<file path="config.mk">
export PLATFORM = sky130hd
export DESIGN_NAME = rtc_regport
export DESIGN_NICKNAME = d
export VERILOG_FILES = /design/src/rtl/rtc_regport_pkg.sv /design/src/rtl/rtc_ram.sv /design/src/rtl/rtc_alarm_match.sv /design/src/rtl/rtc_upd_seq.sv /design/src/rtl/rtc_regport.sv
export SDC_FILE = /design/constraint.sdc
export NUM_CORES = 1
export LEC_CHECK = 0
export CAP_MARGIN = 40
export CORE_ASPECT_RATIO = 1.2
export CORE_UTILIZATION = 30
export CTS_CLUSTER_SIZE = 8
export DETAILED_ROUTE_END_ITERATION = 10
export SLEW_MARGIN = 5
export SYNTH_ARGS = -nofsm -noshare
export SYNTH_HDL_FRONTEND = slang
export SYNTH_HIERARCHICAL = 1
export SYNTH_SLANG_ARGS = --single-unit
</file>
<file path="constraint.sdc">
create_clock -name clk -period 6.82 [get_ports clk]
set_clock_uncertainty 0.15 [all_clocks]
set_input_delay 2.046 -clock clk [delete_from_list [all_inputs] [get_ports clk]]
set_output_delay 2.046 -clock clk [all_outputs]
set_load 0.05 [all_outputs]
</file>
<file path="src/rtl/rtc_regport_pkg.sv">
package rtc_regport_pkg;
  // register indices (host software decodes these)
  localparam int IX_ALM_S = 1;
  localparam int IX_ALM_M = 3;
  localparam int IX_ALM_H = 5;
  localparam int IX_A     = 10;
  localparam int IX_B     = 11;
  localparam int IX_C     = 12;
  localparam int IX_D     = 13;

  // bit positions
  localparam int A_BUSY   = 7;
  localparam int B_FRZ    = 7;
  localparam int B_PER_EN = 6;
  localparam int B_ALM_EN = 5;
  localparam int B_UPD_EN = 4;
  localparam int C_ANY    = 7;
  localparam int C_PER    = 6;
  localparam int C_ALM    = 5;
  localparam int C_UPD    = 4;

  localparam logic [7:0] A_RST      = 8'h26;
  localparam logic [7:0] B_RST      = 8'h02;
  localparam logic [7:0] C_RST      = 8'h00;
  localparam logic [7:0] D_VAL      = 8'h80;
  localparam logic [2:0] DIV_RUN    = 3'b010;
  localparam logic [7:0] B_SOFT_CLR = 8'h68;
  localparam logic [7:0] C_SOFT_CLR = 8'hF0;
endpackage

</file>
<file path="src/rtl/rtc_ram.sv">
module rtc_ram #(
  parameter int AW = 7,
  parameter int DW = 8
) (
  input  logic          clk,
  input  logic          we,
  input  logic [AW-1:0] addr,
  input  logic [DW-1:0] wdata,
  output logic [DW-1:0] rdata
);
  localparam int DEPTH = 1 << AW;

  logic [DW-1:0] mem [DEPTH];

  always_ff @(posedge clk) begin
    if (we) mem[addr] <= wdata;
  end

  assign rdata = mem[addr];
endmodule

</file>
<file path="src/rtl/rtc_alarm_match.sv">
module rtc_alarm_match #(
  parameter int N = 3,
  parameter int W = 8
) (
  input  logic [N-1:0][W-1:0] alm,
  input  logic [N-1:0][W-1:0] cur,
  output logic                hit
);
  logic [N-1:0] fld_ok;

  for (genvar i = 0; i < N; i++) begin : g_fld
    // top two bits both set marks the field as a wildcard
    assign fld_ok[i] = (&alm[i][W-1:W-2]) | (alm[i] == cur[i]);
  end

  assign hit = &fld_ok;
endmodule

</file>
<file path="src/rtl/rtc_upd_seq.sv">
module rtc_upd_seq #(
  parameter int TICKS = 8
) (
  input  logic clk,
  input  logic rst_n,
  input  logic sec_tick,
  input  logic sub_tick,
  input  logic run_ok,
  output logic start_p,
  output logic end_p
);
  localparam int CW = $clog2(TICKS + 1);

  logic          busy;
  logic [CW-1:0] cnt;

  assign start_p = sec_tick & run_ok & ~busy;
  assign end_p   = busy & sub_tick & (cnt == CW'(TICKS - 1));

  always_ff @(posedge clk or negedge rst_n) begin
    if (!rst_n) begin
      busy <= 1'b0;
      cnt  <= '0;
    end else if (start_p) begin
      busy <= 1'b1;
      cnt  <= '0;
    end else if (end_p) begin
      busy <= 1'b0;
    end else if (busy && sub_tick) begin
      cnt  <= cnt + 1'b1;
    end
  end
endmodule

</file>
<file path="src/rtl/rtc_regport.sv">
module rtc_regport
  import rtc_regport_pkg::*;
#(
  parameter int IDX_W     = 7,
  parameter int UPD_TICKS = 8
) (
  input  logic       clk,
  input  logic       rst_n,
  input  logic       soft_clr,
  input  logic       acc_en,
  input  logic       acc_wr,
  input  logic       acc_addr,
  input  logic [7:0] acc_wdata,
  output logic [7:0] acc_rdata,
  input  logic       sec_tick,
  input  logic       sub_tick,
  input  logic       pf_strobe,
  input  logic [7:0] cur_sec,
  input  logic [7:0] cur_min,
  input  logic [7:0] cur_hour,
  output logic       upd_start_o,
  output logic       irq_o
);
  localparam int ALM_N = 3;

  logic [IDX_W-1:0] idx_q;
  logic [7:0]       reg_a, reg_b, reg_c;
  logic [7:0]       a_nxt, b_nxt, c_nxt, c_set;
  logic [7:0]       alm_s, alm_m, alm_h;
  logic [7:0]       ram_q;
  logic             upd_start, upd_end, alm_hit;
  logic             b_frz_nxt;

  wire idx_wr  = acc_en &  acc_wr & ~acc_addr;
  wire data_wr = acc_en &  acc_wr &  acc_addr;
  wire data_rd = acc_en & ~acc_wr &  acc_addr;

  wire sel_a  = (idx_q == IDX_W'(IX_A));
  wire sel_b  = (idx_q == IDX_W'(IX_B));
  wire sel_c  = (idx_q == IDX_W'(IX_C));
  wire sel_d  = (idx_q == IDX_W'(IX_D));
  wire sel_as = (idx_q == IDX_W'(IX_ALM_S));
  wire sel_am = (idx_q == IDX_W'(IX_ALM_M));
  wire sel_ah = (idx_q == IDX_W'(IX_ALM_H));

  wire b_wr = data_wr & sel_b;
  wire c_rd = data_rd & sel_c;

  // index register
  always_ff @(posedge clk or negedge rst_n) begin
    if (!rst_n) idx_q <= '0;
    else if (idx_wr) idx_q <= acc_wdata[IDX_W-1:0];
  end

  // general byte storage
  rtc_ram #(.AW(IDX_W), .DW(8)) u_ram (
    .clk   (clk),
    .we    (data_wr),
    .addr  (idx_q),
    .wdata (acc_wdata),
    .rdata (ram_q)
  );

  // update cycle timing
  rtc_upd_seq #(.TICKS(UPD_TICKS)) u_seq (
    .clk      (clk),
    .rst_n    (rst_n),
    .sec_tick (sec_tick),
    .sub_tick (sub_tick),
    .run_ok   (reg_a[6:4] == DIV_RUN),
    .start_p  (upd_start),
    .end_p    (upd_end)
  );

  // alarm comparison
  rtc_alarm_match #(.N(ALM_N), .W(8)) u_alm (
    .alm ({alm_h, alm_m, alm_s}),
    .cur ({cur_hour, cur_min, cur_sec}),
    .hit (alm_hit)
  );

  always_ff @(posedge clk or negedge rst_n) begin
    if (!rst_n) begin
      alm_s <= '0;
      alm_m <= '0;
      alm_h <= '0;
    end else if (data_wr) begin
      if (sel_as) alm_s <= acc_wdata;
      if (sel_am) alm_m <= acc_wdata;
      if (sel_ah) alm_h <= acc_wdata;
    end
  end

  // register B
  assign b_frz_nxt = b_wr ? acc_wdata[B_FRZ] : reg_b[B_FRZ];

  always_comb begin
    b_nxt = reg_b;
    if (b_wr) begin
      b_nxt = acc_wdata;
      if (acc_wdata[B_FRZ]) b_nxt[B_UPD_EN] = 1'b0;
    end
    if (soft_clr) b_nxt = b_nxt & ~B_SOFT_CLR;
  end

  // register A
  always_comb begin
    a_nxt = reg_a;
    if (data_wr && sel_a) a_nxt[6:0] = acc_wdata[6:0];
    if (upd_start && !b_frz_nxt) a_nxt[A_BUSY] = 1'b1;
    if (upd_end) a_nxt[A_BUSY] = 1'b0;
    if (b_wr && acc_wdata[B_FRZ]) a_nxt[A_BUSY] = 1'b0;
  end

  // register C
  always_comb begin
    c_set = '0;
    if (upd_end) begin
      c_set[C_UPD] = 1'b1;
      if (reg_b[B_UPD_EN]) c_set[C_ANY] = 1'b1;
      if (reg_b[B_ALM_EN] && alm_hit) begin
        c_set[C_ANY] = 1'b1;
        c_set[C_ALM] = 1'b1;
      end
    end
    if (pf_strobe && reg_b[B_PER_EN]) begin
      c_set[C_ANY] = 1'b1;
      c_set[C_PER] = 1'b1;
    end
    c_nxt = (c_rd ? 8'h00 : reg_c) | c_set;
    if (soft_clr) c_nxt = c_nxt & ~C_SOFT_CLR;
  end

  always_ff @(posedge clk or negedge rst_n) begin
    if (!rst_n) begin
      reg_a <= A_RST;
      reg_b <= B_RST;
      reg_c <= C_RST;
    end else begin
      reg_a <= a_nxt;
      reg_b <= b_nxt;
      reg_c <= c_nxt;
    end
  end

  // read path
  always_comb begin
    if (!acc_addr)   acc_rdata = 8'hFF;
    else if (sel_a)  acc_rdata = reg_a;
    else if (sel_b)  acc_rdata = reg_b;
    else if (sel_c)  acc_rdata = reg_c;
    else if (sel_d)  acc_rdata = D_VAL;
    else if (sel_as) acc_rdata = alm_s;
    else if (sel_am) acc_rdata = alm_m;
    else if (sel_ah) acc_rdata = alm_h;
    else             acc_rdata = ram_q;
  end

  assign irq_o       = reg_c[C_ANY];
  assign upd_start_o = upd_start;
endmodule

</file>
### Yosys cells after proc, flatten, opt, wreduce, memory -nomap -nowiden

Memory sizes are Yosys's and may differ from the RTL's.
Cells that the tools add are included.

| storage, ports and cells | value |
|---|---|
| bits in registers | 60 |
| latch bits | 0 |
| bits in writable memories | 1024 |
| memory bits (read-only) | 0 |
| bits of input ports | 41 |
| output and inout bits | 10 |
| word-level logic and storage cells | 93 |
| memories | 1 |

| operators by class | value |
|---|---|
| $add $sub $neg | 1 |
| multiply operators | 0 |
| div/mod/pow operators | 0 |
| $lt $le $gt $ge | 0 |
| equality and inequality tests | 13 |
| shift-type cells | 0 |
| muxes and demuxes | 30 |
| bitwise operators | 18 |
| reductions and logical operators | 19 |

Memory list:

| name | words | bits a word | rd ports | clocked after Yosys merged registers in | wr ports | line | RTL |
|---|---|---|---|---|---|---|---|
| u_ram.mem | 128 | 8 | 1 | 0 | 1 | rtc_ram.sv:13 | `logic [DW-1:0] mem [DEPTH];` |

Operators by type and width:

| cell | number |
|---|---|
| 8-bit two-way mux | 11 |
| 7-bit by 4-bit equality test with 1-bit output (second input constant) | 4 |
| 8-bit equality test | 3 |
| 2-bit AND reduction | 7 |
| 1-bit two-way mux | 13 |
| 4-bit two-way mux | 3 |
| 1-bit AND | 11 |
| 8-bit OR | 1 |
| 7-bit by 1-bit equality test with 1-bit output (second input constant) | 1 |
| 7-bit by 2-bit equality test with 1-bit output (second input constant) | 1 |
| 7-bit by 3-bit equality test with 1-bit output (second input constant) | 1 |
| 7-bit two-way mux | 1 |
| 1-bit logical AND | 6 |
| 2-bit nonzero test | 3 |
| 4-bit by 1-bit adder with 4-bit output (second input constant) | 1 |
| 4-bit by 3-bit equality test with 1-bit output (second input constant) | 1 |
| 2-bit two-way mux | 2 |
| 3-bit by 2-bit equality test with 1-bit output (second input constant) | 1 |
| 1-bit NOT | 3 |
| 1-bit OR | 3 |
| 3-bit AND reduction | 1 |
| 3-bit nonzero test | 1 |
| 2-bit != test (second input constant) | 1 |
| 1-bit zero test | 1 |

### Depth between registers and ports, before layout

Gate-level depths: netlist of run 1.

| depth | value |
|---|---|
| depth in word-level cells | 9 |
| mapped depth | 14 |
| gate-level depth less buffers | 10 |

### Hierarchy

Netlist of run 1, hierarchy kept.

Modules (own cells, without submodules):

| module | instances | cells an instance | area each (um^2) | sequential area each (um^2) |
|---|---|---|---|---|
| rtc_ram | 1 | 2467 | 40273.6 | 30749.5 |
| rtc_regport | 1 | 262 | 2851.5 | 1281.2 |
| rtc_alarm_match | 1 | 34 | 280.3 | 0.0 |
| rtc_upd_seq | 1 | 28 | 266.5 | 125.1 |

### Worst setup path after synthesis of run 1

OpenSTA, ideal clock, no wires.

| timing path | value |
|---|---|
| kind | in2out |
| start | input acc_addr |
| end | output acc_rdata[7] |
| data arrival time | 3.059 ns |
| data required time | 4.624 ns |
| setup slack | 1.565 ns |
| stages | 4 |
| path buffers | 1 |
| cell sequence | clkbuf_1 -> o31ai_1 -> o32ai_1 -> nor2_1 |

| between the ends | value |
|---|---|
| cells in the longest elaborated chain, start to end | 1 |

Ends and longest elaborated chain:

| element | line | RTL |
|---|---|---|
| start: declaration | rtc_regport.sv:12 | `input logic acc_addr,` |
| 8-bit two-way mux | rtc_regport.sv:148 | `if (!acc_addr) acc_rdata = 8'hFF;` |
| end: declaration | rtc_regport.sv:14 | `output logic [7:0] acc_rdata,` |

Every way passes these cells.

### Worst setup path after layout of run 1

| timing path | value |
|---|---|
| start | register idx_q[1] |
| end | output acc_rdata[5] |

| between the ends | value |
|---|---|
| cells in the longest elaborated chain, start to end | 9 |
| elaborated cells on any way between the ends | 16 |
| classes of those cells | eq/ne: 7; mux: 8; memory: 1 |

Ends and longest elaborated chain:

| element | line | RTL |
|---|---|---|
| start: declaration | rtc_regport.sv:26 | `logic [IDX_W-1:0] idx_q;` |
| start signal: assignment | rtc_regport.sv:52 | `else if (idx_wr) idx_q <= acc_wdata[IDX_W-1:0];` |
| memory 128 x 8 bit | -- |  |
| via ram_q[5] | rtc_regport.sv:30 | `logic [7:0] ram_q;` |
| 8-bit two-way mux | rtc_regport.sv:155 | `else if (sel_ah) acc_rdata = alm_h;` |
| 8-bit two-way mux | rtc_regport.sv:154 | `else if (sel_am) acc_rdata = alm_m;` |
| 8-bit two-way mux | rtc_regport.sv:153 | `else if (sel_as) acc_rdata = alm_s;` |
| 8-bit two-way mux | rtc_regport.sv:152 | `else if (sel_d) acc_rdata = D_VAL;` |
| 8-bit two-way mux | rtc_regport.sv:151 | `else if (sel_c) acc_rdata = reg_c;` |
| 8-bit two-way mux | rtc_regport.sv:150 | `else if (sel_b) acc_rdata = reg_b;` |
| 8-bit two-way mux | rtc_regport.sv:149 | `else if (sel_a) acc_rdata = reg_a;` |
| 8-bit two-way mux | rtc_regport.sv:148 |  |

The timed path passes the listed nets, and every way through them passes these cells.

==> results of run 1 <==
## how the worst min path moves through the flow
stage / from / to / slack (ns) / depth (start not counted)
after floorplan: reg_c[5]$_DFF_PN0_ / reg_c[5]$_DFF_PN0_ / 0.33 / 2
after global placement: reg_a[3]$_DFFE_PN0P_ / reg_a[3]$_DFFE_PN0P_ / 0.34 / 1
after detailed placement: reg_a[3]$_DFFE_PN0P_ / reg_a[3]$_DFFE_PN0P_ / 0.35 / 1
after CTS: reg_a[3]$_DFFE_PN0P_ / reg_a[3]$_DFFE_PN0P_ / 0.36 / 1
after global routing: reg_c[5]$_DFF_PN0_ / reg_c[5]$_DFF_PN0_ / 0.39 / 2
final: reg_a[3]$_DFFE_PN0P_ / reg_a[3]$_DFFE_PN0P_ / 0.37 / 1
## metal layers
| metal | up-vias | wire (microns) |
|---|---|---|
| met5 | - | 19 |
| met4 | 4 | 7768 |
| met3 | 387 | 12470 |
| met2 | 1600 | 67060 |
| met1 | 14493 | 52180 |
| li1 | 11762 | - |
## cell families after synthesis
logic type,Yosys count
mux,182
xor+xnor,26
buf+inv,222
simple gates,530
compound gates,750
fa+ha+maj,1
flops,1080
## through the flow
| stage | cell area (sq um) | power [mW] | setup slack [ns] | hold slack [ns] | setup TNS, ns |
|---|---|---|---|---|---|
| 4_1_cts | 51930 | 17.47 | 0.002771 | 0.3642 | 0 |
| 3_5_place_dp | 47530 | 10.60 | 0.4367 | 0.3530 | 0 |
| 2_1_floorplan | 43670 | 9.229 | 1.565 | 0.3291 | 0 |
| 3_3_place_gp | 47270 | 10.58 | 0.4636 | 0.3419 | 0 |
| 6_report | 52160 | 17.53 | -0.04931 | 0.3699 | -0.09508 |
| 5_1_grt | 52160 | 17.97 | -0.001463 | 0.3913 | -0.001463 |
## layout make-up
class,count,area [sq um],share of cell area (%)
Clock buffer,180,3973,7.616
Clock inverter,14,235.2,0.4510
Inverter,12,50.05,0.09595
Multi-Input combinational cell,1492,10520,20.16
Sequential cell,1080,32170,61.67
Tap cell,1937,2424,4.646
Timing Repair Buffer,305,2793,5.354
## worst max-delay path: stages (launching register included)
cell and delay (ns):
dfrtp_4 0.62, buf_4 0.41, nor2_1 0.22, buf_4 0.23, a221oi_1 0.41, or3_1 0.20
o31ai_1 0.10, o31ai_1 0.60, nand4_1 0.36, o31a_1 0.20, a2111o_1 0.32, buf_4 0.21
## timing repair
action | in CTS | in global routing
setup endpoints to repair | 7 | 7
pin swaps | 2 | 7
resized for setup | 10 | 24
buffers inserted | 11 | 12
cloned | 2 | 2
## sequential cells by signal, indices dropped and copies added, names as in the netlist
name,count
alm_h,8
alm_m,8
alm_s,8
idx_q,7
reg_a,8
reg_b,8
reg_c,4
u_ram/mem,1024
u_seq/busy,1
u_seq/cnt,4
## report_power, final
part	switching, mW	internal (mW)	total [mW]
combinational	2.21	1.07	3.28
sequential	0.0937	7.34	7.43
clock	2.71	4.10	6.81
## cells in the mapped netlist, types with 7 or more instances
library cell  number  area share, %
a22oi_1           77            1.3
buf_2             82           0.94
o22ai_1           24           0.34
o22a_1            15           0.30
o31ai_1            8           0.14
clkbuf_1          82           0.70
a32oi_1            7           0.14
a22o_1            41           0.82
o221ai_1          19           0.38
xor2_1            25           0.50
buf_4             11           0.19
o211ai_1          12           0.21
nor4_1             9           0.13
a211oi_1           9           0.15
mux4_2            11           0.57
inv_1             12           0.10
a21oi_1          130            1.5
dfrtp_1           52            3.0
nor2b_1           17           0.24
and2_1             8           0.11
buf_6             23           0.59
edfxtp_1        1024             70
nor2_1           256            2.2
nor3_1            21           0.24
mux2i_1           65            1.5
o21ai_0           99            1.1
nand4_1           13           0.19
nand3_1           37           0.42
buf_1             12           0.10
nand2b_1          17           0.24
mux2_2           101            2.6
a221oi_1         222            4.5
a221o_1           21           0.48
nand2_1          111           0.95
==> results.md, run 1 <==
- Status: finished with violations
- Failing checks: setup timing
- Skew-Pair Late Insertion Delay: 0.77 ns
- Hpwl dp: 85.46 mm
- Adder-cell area share of the yosys netlist: 0.02865%
- Leak: 16.94 nW
- Via count: 28246
- Worst-path fanout max: 23
- Worst flop-to-flop path endpoint: u_ram/mem[92][3]$_DFFE_PP_
- Class of the worst hold path: flop to flop
- Final max-slew violation count: 0
- Layout area overhead: 19.44%
- Top FF cell, synth: edfxtp_1
- Critical path type: flop to output port
- Tcrit/Tclk final: 100.7%
- Filler cells: 13636
- Slew of the pin with the lowest slew margin: 0.9599 ns
- Yosys reg bits: 1080
- Fmax: 145.6 MHz
- Residual DRC: 0
- Clock sinks: 1080
- Final Core Density: 36.04%
- M1 GR Usage: 22.71%
- Die Span X: 350.3 microns
- Max Cap Viol: 0
- CTS root buf: clkbuf_16
- XOR/XNOR Fraction of Synth Area: 0.5214%
- Total Wirelength: 139.5 mm
- Final worst slack: -0.04931 ns
- Die height: 420.0 microns
- Initial antenna violation count: 3
- RSZ-0062 raised after global routing: yes
- Final setup fails: 3
- Share of post-route cells with drive strength above 1: 20.11%
- Worst reg2reg setup slack: 3.33 ns
- Final cell count without fillers: 5020
- Largest net degree at the start of global routing: 87
- Core ar.: 144700 sq um
- Number of synthesized flops with an enable pin: 1024
- R2R Path Start: idx_q[0]$_DFFE_PN0P_
- DR pass1 iterations: 6
- First-pass GRT wire length: 198.8 mm
- Clock Pin Slew Worst Setup and Hold Paths: 0.05 ns
- Synth cell types: 87
- Total Routing Usage GR: 18.63%
- Total grt overflow: 0
- Worst setup path end: acc_rdata[5]
- Wire per inst: 27.79 microns
- Post-CTS Hold Buffers: 0
- Ys Warns: 6
- Longest Clk Path Bufs: 3
- Sequential-to-total area share from yosys stat: 73.63%
- CP startpoint: idx_q[1]$_DFFE_PN0P_
- Simple-gate portion of the synthesized area: 5.598%
- Syn nets: 2833
- Crit path arrival time: 4.67 ns
- FP Rows: 153
- Largest family of logic cells by synthesized area: compound AO/OA/AOI/OAI gates
- Syn avg cell area: 15.65 sq um
- Cell area power density: 336.0 nW/um^2
- Synth Area in Compound Gates: 12.79%
- Starting Density: 30.18%
- Worst Setup End Kind: output port
- Worst Path Required: 4.62 ns
- Drt via density: 5.627
- Grt met2 use: 30.81%
- CTS buffer count: 153
- Slew HR: 35.77%
- Most frequent cells in the layout: 1024 x edfxtp_1, 255 x nor2_1, 236 x buf_4
- I/O pin count: 51
- IO Port Bufs: 50
- CTS tree: built
- Die Area: 147100 sq um
- Placer congestion estimate: 0.9828
- Antenna Nets Post-Route: 0
- Final #Nets: 3086
- Post-Syn Area: 43670 sq um
- GRT met3 Usage: 4.059%
- Crit start category: flop
- Most common cell after layout, fill and taps aside: edfxtp_1
- Vias in the first global route: 27828
- Peak supply drop: 0.0002751 V
- Post-Synthesis Cells: 2791
- CTS H-tree lvls: 4
- Global routing's busiest layer: met2
- R2R depth: 7
- DP Cell Count: 4798
- Post-synthesis mux area share: 4.799%
- Crit path time final: 6.869 ns
- Number of hold violations in the final report: 0
- Iteration-0 DRC count of the detailed router: 3278
- Antenna diodes: 0
- Ys async rst share: 5.185%
No activity file was read; power rests on OpenSTA's default activity.
==> run 2, diff against run 1 <==
- ABC_AREA: not set -> 1
==> run 2 against run 1 <==
  * The flow now finishes without violations
  * Die area increased by 8.1%
  * Critical path depth increased by 13
  * Global-route usage decreased by 3.0 points
  * Non-clock buffer count decreased by 87
  * First-iteration DRC count decreased by 16%
  * Worst setup slack improved by 0.36 ns
  * Synthesized cell count increased by 74%
  * Design area increased by 5.5%
  * Sequential power about the same
  * Area after synthesis increased by 8.2%
  * Register-to-register slack got worse by 0.31 ns
  * Largest power group unchanged
==> results.md, run 2 <==
- Most frequent cells in the layout: 2949 x nand2_1, 1024 x edfxtp_1, 264 x nor2_1 (was 1024 x edfxtp_1, 255 x nor2_1, 236 x buf_4)
- CTS tree: built (unchanged)
- IO Port Bufs: 50 (unchanged)
- Critical path type: flop to output port (unchanged)
- Final max-slew violation count: 0 (unchanged)
- Worst Path Required: 4.62 ns (about the same)
- Hpwl dp: 74.19 mm (was 85.46 mm)
- Largest net degree at the start of global routing: 223 (was 87)
- Longest Clk Path Bufs: 3 (unchanged)
- Initial antenna violation count: 3 (unchanged)
- Post-synthesis mux area share: 0% (was 4.799%)
- Residual DRC: 0 (unchanged)
- Crit path time final: 6.509 ns (was 6.869 ns)
- Core ar.: 156400 sq um (was 144700 sq um)
- Hold path cells: 2 (was 1)
- Wire per inst: 17.76 microns (was 27.79 microns)
- Worst Setup End Kind: output port (unchanged)
- Finished Cell Area: 55010 sq um (was 52160 sq um)
- XOR/XNOR Fraction of Synth Area: 0.3337% (was 0.5214%)
- CTS H-tree lvls: 4 (unchanged)
- Status: completed (was finished with violations)
- Layout area overhead: 16.44% (was 19.44%)
- Peak supply drop: 0.0001849 V (was 0.0002751 V)
- CTS root buf: clkbuf_16 (unchanged)
- Leak: 22.93 nW (was 16.94 nW)
- Hold_sp: reg_a[0]$_DFFE_PN0P_ (was reg_a[3]$_DFFE_PN0P_)
- Total Wirelength: 126.8 mm (was 139.5 mm)
- Final Core Density: 35.18% (was 36.04%)
- R2R depth: 9 (was 7)
- Antenna Nets Post-Route: 0 (unchanged)
- Clock sinks: 1080 (unchanged)
- Worst flop-to-flop path endpoint: u_ram/mem[56][4]$_DFFE_PP_ (was u_ram/mem[92][3]$_DFFE_PP_)
- Total grt overflow: 0 (unchanged)
- FP Rows: 159 (was 153)
- Syn avg cell area: 9.712 sq um (was 15.65 sq um)
- Final cell count without fillers: 7138 (was 5020)
- DR pass1 iterations: 6 (unchanged)
- DP Cell Count: 6945 (was 4798)
- Tcrit/Tclk final: 95.44% (was 100.7%)
- Worst hold margin: 0.3303 ns (was 0.3699 ns)
- Starting Density: 30.21% (was 30.18%)
- Area leader, netlist: edfxtp_1 (unchanged)
- Top reg by flops: u_ram/mem (unchanged)
- Final #Nets: 5054 (was 3086)
- Hold Path End: reg_a[0]$_DFFE_PN0P_ (was reg_a[3]$_DFFE_PN0P_)
- R2R Path Start: idx_q[1]$_DFFE_PN0P_ (was idx_q[0]$_DFFE_PN0P_)
- Largest family of logic cells by synthesized area: simple AND/OR/NAND/NOR gates (was compound AO/OA/AOI/OAI gates)
- Final setup fails: 0 (was 3)
- Die Area: 159100 sq um (was 147100 sq um)
- Die height: 436.7 microns (was 420.0 microns)
- Class of the worst hold path: flop to flop (unchanged)
- Worst-path fanout max: 56 (was 23)
- Max Cap Viol: 0 (unchanged)
- Filler cells: 15560 (was 13636)
- Number of synthesized flops with an enable pin: 1024 (unchanged)
- First-pass GRT wire length: 189.7 mm (was 198.8 mm)
- Ys Warns: 6 (unchanged)
- Crit path arrival time: 4.31 ns (was 4.67 ns)
- Synth cell types: 37 (was 87)
- Sum Neg Setup Slack: 0 ns (was -0.09508 ns)
- Clock Pin Slew Worst Setup and Hold Paths: 0.05 ns (about the same)
- CTS buffer count: 153 (unchanged)
- Slew HR: 40.10% (was 35.77%)
- Number of hold violations in the final report: 0 (unchanged)
- Dominant cells by area after synthesis: edfxtp_1 65%, nand2_1 23%, dfrtp_1 2.8% (was edfxtp_1 70%, a221oi_1 4.5%, dfrtp_1 3.0%)
- Post-Synthesis Cells: 4864 (was 2791)
- Simple-gate portion of the synthesized area: 26.91% (was 5.598%)
- Synth Area in Compound Gates: 1.025% (was 12.79%)
- Vias in the first global route: 32067 (was 27828)
- Worst reg2reg setup slack: 3.02 ns (was 3.33 ns)
- RSZ-0062 raised after global routing: no (was yes)
- Slew of the pin with the lowest slew margin: 0.8952 ns (was 0.9599 ns)
- Post-CTS Hold Buffers: 0 (unchanged)
- Crit start category: flop (unchanged)
- Most frequent cells after synthesis: 2949 x nand2_1, 1024 x edfxtp_1, 266 x nor2_1 (was 1024 x edfxtp_1, 256 x nor2_1, 222 x a221oi_1)
- Most frequent cell after synthesis: nand2_1 (was edfxtp_1)
- Ys async rst share: 5.185% (unchanged)
- Max FFs per register: 1024 (unchanged)
- I/O pin count: 51 (unchanged)
- Yosys top cell area share: 65.09% (was 70.41%)
- Skew-Pair Late Insertion Delay: 0.76 ns (was 0.77 ns)
- Share of post-route cells with drive strength above 1: 8.267% (was 20.11%)
- Drt via density: 4.601 (was 5.627)
- Placer congestion estimate: 0.8477 (was 0.9828)
- Placed cell area: 50690 sq um (was 47530 sq um)
- Cell area power density: 306.5 nW/um^2 (was 336.0 nW/um^2)
- Die Span X: 364.2 microns (was 350.3 microns)
- Via count: 32840 (was 28246)
- Top FF cell, synth: edfxtp_1 (unchanged)
- Syn nets: 4906 (was 2833)
- Most common cell after layout, fill and taps aside: nand2_1 (was edfxtp_1)
- Iteration-0 DRC count of the detailed router: 2742 (was 3278)
- Yosys reg bits: 1080 (unchanged)
- Adder-cell area share of the yosys netlist: 0.02649% (was 0.02865%)
- Fmax: 153.6 MHz (was 145.6 MHz)
- Total Routing Usage GR: 15.61% (was 18.63%)
- Sequential-to-total area share from yosys stat: 68.07% (was 73.63%)
- Post-Syn Area: 47240 sq um (was 43670 sq um)
[run 2: logic make-up (layout without fill, tap and decap cells)]
| family | count (synthesis) | after routing |
|---|---|---|
| adders and majority gates | 1 | 1 |
| DFF | 1080 | 1080 |
| AOI/OAI and AO/OA | 83 | 83 |
| other | 0 | 1 |
| and+or+nand+nor | 3319 | 3319 |
| buffers and inverters | 363 | 543 |
| xor gates and xnor gates | 18 | 18 |
[run 2: worst max-delay path by stage]
stage | startpoint | endpoint
6_report | idx_q[0]$_DFFE_PN0P_ | acc_rdata[4]
4_1_cts | idx_q[0]$_DFFE_PN0P_ | acc_rdata[4]
3_5_place_dp | idx_q[0]$_DFFE_PN0P_ | acc_rdata[4]
2_1_floorplan | acc_addr | acc_rdata[5]
5_1_grt | idx_q[0]$_DFFE_PN0P_ | acc_rdata[5]
3_3_place_gp | idx_q[0]$_DFFE_PN0P_ | acc_rdata[4]
[run 2: what timing repair did]
item                       4_1_cts  5_1_grt
setup endpoints to repair        0        8
buffers inserted                 0        1
resized for setup                0        2
[run 2: cell type report]
cell class | instances | area [sq um] | area share, %
Antenna cell | 1 | 2.502 | 0.004549
Clock buffer | 173 | 3968 | 7.213
Clock inverter | 14 | 220.2 | 0.4003
Inverter | 138 | 549.3 | 0.9986
Multi-Input combinational cell | 3421 | 13370 | 24.31
Sequential cell | 1080 | 32170 | 58.48
Tap cell | 2093 | 2619 | 4.761
Timing Repair Buffer | 218 | 2111 | 3.837
[run 2: metrics by stage]
step,worst slack [ns],total power [mW]
finish,0.3111,16.86
global route,0.04318,17.51
CTS,0.06669,16.93
detailed placement,0.8875,10.11
global placement,0.8999,10.08
floorplan,1.867,9.184
[run 2: worst max-delay path: stages (launching register included)]
cell and delay [ns]:
dfrtp_4 0.68, inv_16 0.16, buf_16 0.29, buf_12 0.30, nand2_1 0.08, nand2_1 0.07
nand2_1 0.04, nand2_1 0.08, nand2_1 0.05, nand2_1 0.12, nand2_1 0.09, nand2_1 0.12
nor2_1 0.09, nor2_1 0.21, nor2_1 0.07, nand2_1 0.10, inv_1 0.05, nand2_1 0.06
nand3_1 0.07, nand2_1 0.07, nand3_1 0.12, nand2_1 0.10, nand2_1 0.06, nand2_1 0.12
buf_12 0.15
[run 2: metal layers]
metal	global-route usage (%)	share of wire, %	vias up
li1	-	-	15841
met1	19.36	41	15769
met2	27.29	50	1007
met3	2.306	5.5	221
met4	5.747	2.9	2
met5	0	0.0063	-
[run 2: where the power goes]
group	switching, mW	internal [mW]	leakage (nW)
sequential	0.0834	7.34	9.93
combinational	1.90	0.728	11.0
clock	2.71	4.10	2.05
